$ cat src/rtl/avo_pkg.sv
package avo_pkg;

    // pair code = {dir, data}
    typedef enum logic [1:0] {
        ST_ZERO      = 2'b00,
        ST_FLOAT_ONE = 2'b01,
        ST_LOW_DRIVE = 2'b10,
        ST_ONE       = 2'b11
    } pair_state_t;

    function automatic pair_state_t pair_of(input logic data, input logic dir);
        return pair_state_t'({dir, data});
    endfunction

endpackage

$ cat src/rtl/avo_chan_classify.sv
module avo_chan_classify
    import avo_pkg::*;
#(
    parameter int NPIN = 4
) (
    input  logic [NPIN-1:0]   data,
    input  logic [NPIN-1:0]   dir,
    output logic [2*NPIN-1:0] code,
    output logic [NPIN-1:0]   active,
    output logic [NPIN-1:0]   lowdrv,
    output logic              invalid
);

    logic [NPIN-1:0] bad;

    for (genvar p = 0; p < NPIN; p++) begin : g_pin
        pair_state_t st;
        assign st = pair_of(data[p], dir[p]);
        assign code[2*p +: 2] = st;

        always_comb begin
            active[p] = 1'b0;
            lowdrv[p] = 1'b0;
            bad[p]    = 1'b0;
            unique case (st)
                ST_ZERO:      ;
                ST_ONE:       active[p] = 1'b1;
                ST_LOW_DRIVE: begin lowdrv[p] = 1'b1; bad[p] = 1'b1; end
                ST_FLOAT_ONE: bad[p] = 1'b1;
                default:      ;
            endcase
        end
    end

    assign invalid = |bad;

endmodule

$ cat src/rtl/avo_pin_resolve.sv
module avo_pin_resolve #(
    parameter int   NCH  = 3,
    parameter logic CRIT = 1'b0
) (
    input  logic [NCH-1:0] active,
    input  logic [NCH-1:0] lowdrv,
    input  logic           arm,
    output logic           level,
    output logic           clash
);

    logic any_high;

    assign any_high = |active;
    assign clash    = any_high & (|lowdrv);

    if (CRIT) begin : g_crit
        assign level = any_high & arm;
    end else begin : g_free
        assign level = any_high;
    end

endmodule

$ cat src/rtl/avo_voter.sv
module avo_voter
    import avo_pkg::*;
#(
    parameter int              NCH       = 3,
    parameter int              NPIN      = 4,
    parameter logic [NPIN-1:0] CRIT_MASK = NPIN'(1) << (NPIN - 1)
) (
    input  logic                     clk,
    input  logic                     rst_n,
    input  logic [NCH*NPIN-1:0]      ch_data,
    input  logic [NCH*NPIN-1:0]      ch_dir,
    input  logic                     arm,
    input  logic                     err_clr,
    output logic [NPIN-1:0]          pin_out,
    output logic [NPIN-1:0]          clash,
    output logic [2*NCH*NPIN-1:0]    pair_code,
    output logic [NCH-1:0]           chan_err,
    output logic [NCH*NPIN-1:0]      rb_data,
    output logic [NCH*NPIN-1:0]      rb_dir
);

    localparam int NBIT = NCH * NPIN;

    logic [2*NBIT-1:0] code_d;
    logic [NBIT-1:0]   act_cp;
    logic [NBIT-1:0]   low_cp;
    logic [NCH-1:0]    inv_d;
    logic [NPIN-1:0]   level_d;
    logic [NPIN-1:0]   clash_d;

    for (genvar c = 0; c < NCH; c++) begin : g_ch
        avo_chan_classify #(.NPIN(NPIN)) u_cls (
            .data    (ch_data[c*NPIN +: NPIN]),
            .dir     (ch_dir[c*NPIN +: NPIN]),
            .code    (code_d[2*c*NPIN +: 2*NPIN]),
            .active  (act_cp[c*NPIN +: NPIN]),
            .lowdrv  (low_cp[c*NPIN +: NPIN]),
            .invalid (inv_d[c])
        );
    end

    for (genvar p = 0; p < NPIN; p++) begin : g_pin
        logic [NCH-1:0] act_pc;
        logic [NCH-1:0] low_pc;
        for (genvar c = 0; c < NCH; c++) begin : g_tr
            assign act_pc[c] = act_cp[c*NPIN + p];
            assign low_pc[c] = low_cp[c*NPIN + p];
        end
        avo_pin_resolve #(.NCH(NCH), .CRIT(CRIT_MASK[p])) u_res (
            .active (act_pc),
            .lowdrv (low_pc),
            .arm    (arm),
            .level  (level_d[p]),
            .clash  (clash_d[p])
        );
    end

    always_ff @(posedge clk or negedge rst_n) begin
        if (!rst_n) begin
            pin_out   <= '0;
            clash     <= '0;
            pair_code <= '0;
            chan_err  <= '0;
            rb_data   <= '0;
            rb_dir    <= '0;
        end else begin
            pin_out   <= level_d;
            clash     <= clash_d;
            pair_code <= code_d;
            chan_err  <= (err_clr ? '0 : chan_err) | inv_d;
            rb_data   <= ch_data;
            rb_dir    <= ch_dir;
        end
    end

endmodule

$ cat config.mk
export PLATFORM = sky130hd
export DESIGN_NAME = avo_voter
export DESIGN_NICKNAME = d
export VERILOG_FILES = /design/src/rtl/avo_pkg.sv /design/src/rtl/avo_chan_classify.sv /design/src/rtl/avo_pin_resolve.sv /design/src/rtl/avo_voter.sv
export SDC_FILE = /design/constraint.sdc
export NUM_CORES = 1
export LEC_CHECK = 0
export ABC_AREA = 1
export CAP_MARGIN = 20
export CORE_MARGIN = 1
export CORE_UTILIZATION = 47
export CTS_BUF_LIST = sky130_fd_sc_hd__clkbuf_4 sky130_fd_sc_hd__clkbuf_8 sky130_fd_sc_hd__clkbuf_16
export DETAILED_ROUTE_END_ITERATION = 10
export GPL_TIMING_DRIVEN = 0
export PLACE_DENSITY_LB_ADDON = 0.05
export SLEW_MARGIN = 20
export SYNTH_ARGS = -nofsm -noshare
export SYNTH_HDL_FRONTEND = slang
export SYNTH_HIERARCHICAL = 1
export SYNTH_SLANG_ARGS = --single-unit
export TNS_END_PERCENT = 1
$ cat constraint.sdc
create_clock -name clk -period 0.96 [get_ports clk]
set_input_delay 0.096 -clock clk [delete_from_list [all_inputs] [get_ports clk]]
set_output_delay 0.096 -clock clk [all_outputs]
set_load 0.01 [all_outputs]
==> summary.txt <==
Timing
  • Worst-margin pin slew: ~0.51 ns
  • Max-slew violation count: 0
  • Setup Viol. Count Final: 0
  • Period utilization: 0.9835
  • Setup slack after layout: 0.01586 ns
  • Max frequency: about 1.1 GHz
  • Worst slew margin: 0.6624
  • RSZ-0062 raised after global routing: yes
  • Worst Skew: 0 ns
  • Setup TNS: 0 ns
  • Crit path time final: 0.9441 ns
  • Final hold viol count: 0

Pwr
  • P_leak: 0.001929 uW
  • Switching Share: 0.2295
  • Seq pwr share: 0.484
  • Maximum vdd drop: between 0.001 and 0.0015 V
  • Sw power: 1259 uW
  • PD cells: 1756 nW/um^2
  • Combinational Power Share: 0.126
  • Clock share of power: 0.390
  • Power, Total: 5487 uW
  • Int Power: 4227 uW

Worst setup path
  • Crit. End Element: output port
  • CP peak stage delay: 0.39 ns
  • Worst R2R End: chan_err[2]
  • CP required: 0.86 ns
  • Launch point of the worst reg-to-reg path: chan_err[2]
  • CP Cell Sequence: buf_6
  • Delay-heaviest family, CP: flip-flops
  • Register-to-register path setup slack: about 0.34 ns
  • Worst setup path class: register to output port
  • Worst Path Arrival: 0.85 ns
  • Worst setup path start: chan_err[0]
  • CP Launch Type: register
  • Crit Path Max Fanout: 2
  • Reg2reg path depth: 2
  • Crit-path slowest cell: dfrtp_1
  • Worst path buffer plus inverter count: 1

Placed design
  • Placed Cells: approximately 370
  • GPL Wtd Cong: between 0.7 and 0.8
  • I/O Buffers: 86
  • DP Worst Slack: -0.2825 ns
  • Detailed placer's ending HPWL: 3008 um

Yosys
  • Synth cell types: 9
  • Syn Nets: between 200 and 300
  • Post-synthesis area per instance: just under 10 um^2
  • Register area share after synthesis: 0.6633
  • Mapped Cells: 231
  • Cell Area, Synth: 2226 um^2
  • Syn. warnings: 6
  • Synth Register Bits: 59

Floorplan
  • Rows: 24
  • Die Ht: 70.82 um
  • Initial Util: 0.5008
  • Horiz. Die Dim: roughly 70 um
  • Die area: around 5000 um^2
  • IO Count: between 80 and 90
  • Core ar.: 4444 um^2

Clock tree
  • H-tree levels: 3
  • CTS clk-pin slew, worst paths: approximately 0.060 ns
  • CTS root buf: clkbuf_8
  • CTS tree: done
  • Clk Latency, worst-skew pair: about 0.32 ns
  • TritonCTS Buffers: 9
  • CTS Sinks: ~60
  • Clock Path Buffers: 2

GRT
  • Largest net degree at the start of global routing: 60
  • Initial antenna violation count: 0
  • Grt ovf: 0
  • Vias in the first global route: roughly 1.6k
  • GRT Util Overall: 0.1846
  • First-pass GRT wire length: a little under 7000 um

Min path
  • Worst min path class: input pin to register
  • Hold path depth: 1
  • Hold Crit Endpoint: rb_data[2]
  • Worst hold path startpoint: ch_data[2]

Detailed routing
  • 1st-pass router iterations: 7
  • Drt drc: 12
  • Antenna viol nets, final: 0
  • DR WL/cell: ~11 um
  • Vias/cell: between 4 and 5
  • Detailed Route WL: 4187 um
  • Initial drt markers: slightly below 90
  • Vias: ~1.6k

Outcome
  • Failing checks: DRC
  • Status: finished, violations left

Final layout
  • Most frequent cells in the layout: 66 x nand2_1, 63 x inv_1, 59 x dfrtp_1, 55 x buf_2, 24 x buf_4
  • Fraction of layout cells with a size suffix above 1: 0.3125
  • # diodes: 0
  • Synthesis-to-finish area growth: 40.36%
  • Nets@finish: between 300 and 400
  • Final Instance Count excl. Fillers: 388
  • Commonest non-fill, non-tap cell in the layout: nand2_1

Run
  • Max_cap viols: 0
routing by layer:
layer | global-route usage | share of wire | vias up
li1 | - | - | 818
met5 | 0 | 0 | -
met2 | 0.3098 | 0.49 | 54
met4 | 0.09333 | 0.015 | 0
met3 | 0.06410 | 0.069 | 6
met1 | 0.2102 | 0.43 | 731
power groups by stage:
stage,clock network [uW],logic (uW),registers [uW]
after floorplan,0,221,2780
after detailed placement,0,821,2710
after global placement,0,807,2700
after CTS,2210,696,2660
final,2140,694,2660
after global routing,2330,769,2670
registers in the layout, summed over array words and instances (netlist names):
signal	cells
rb_dir	12
pair_code	24
pin_out	4
chan_err	3
clash	4
rb_data	12
what timing repair did:
item	4_1_cts	5_1_grt
setup buffers	0	0
resized for setup	236	10
hold buffers	1	2
pin swaps	0	0
endpoints found under the setup margin	59	61
endpoints found under the hold margin	59	2
per-stage QoR:
stage            util  area (um^2)  hold WS [ns]
5_1_grt        0.7030         3124      0.005499
6_report       0.7030         3124      0.007926
4_1_cts        0.6920         3075        0.3076
2_1_floorplan       -         2226       -0.1996
3_3_place_gp   0.7092         3152        0.4544
3_5_place_dp   0.7086         3149        0.1976
cell type report:
type	instances	area (um^2)
Buffer	24	180.2
Clock buffer	15	193.9
Clock inverter	1	5.005
Fill cell	368	1320
Inverter	64	240.2
Multi-Input combinational cell	84	329.1
Sequential cell	59	1476
Tap cell	52	65.06
Timing Repair Buffer	89	634.4
logic make-up (layout without fill, tap and decap cells):
kind of cell | after synthesis | after routing | share of synthesized area
buf+inv | 88 | 193 | 0.1889
simple gates | 83 | 83 | 0.1445
flops | 59 | 59 | 0.6633
compound gates | 1 | 1 | 0.003374
how the worst max path moves through the flow:
stage,slack (ns),to,depth (start not counted)
floorplan,0.34,chan_err[0],2
global placement,-1.88,pair_code[22],1
detailed placement,-0.28,clash[3],8
CTS,-0.06,rb_data[2],1
global route,-0.02,chan_err[0],1
finish,0.02,chan_err[0],1
synthesized netlist by cell type:
library cell,instances,area share
nand2_2,3,0.0084
a21boi_1,1,0.0034
nor2_1,13,0.022
inv_2,1,0.0017
buf_4,24,0.081
inv_1,63,0.11
dfrtp_1,59,0.66
nand2_1,66,0.11
nor2_2,1,0.0028
Note: power is estimated with default switching activity, not from simulation.
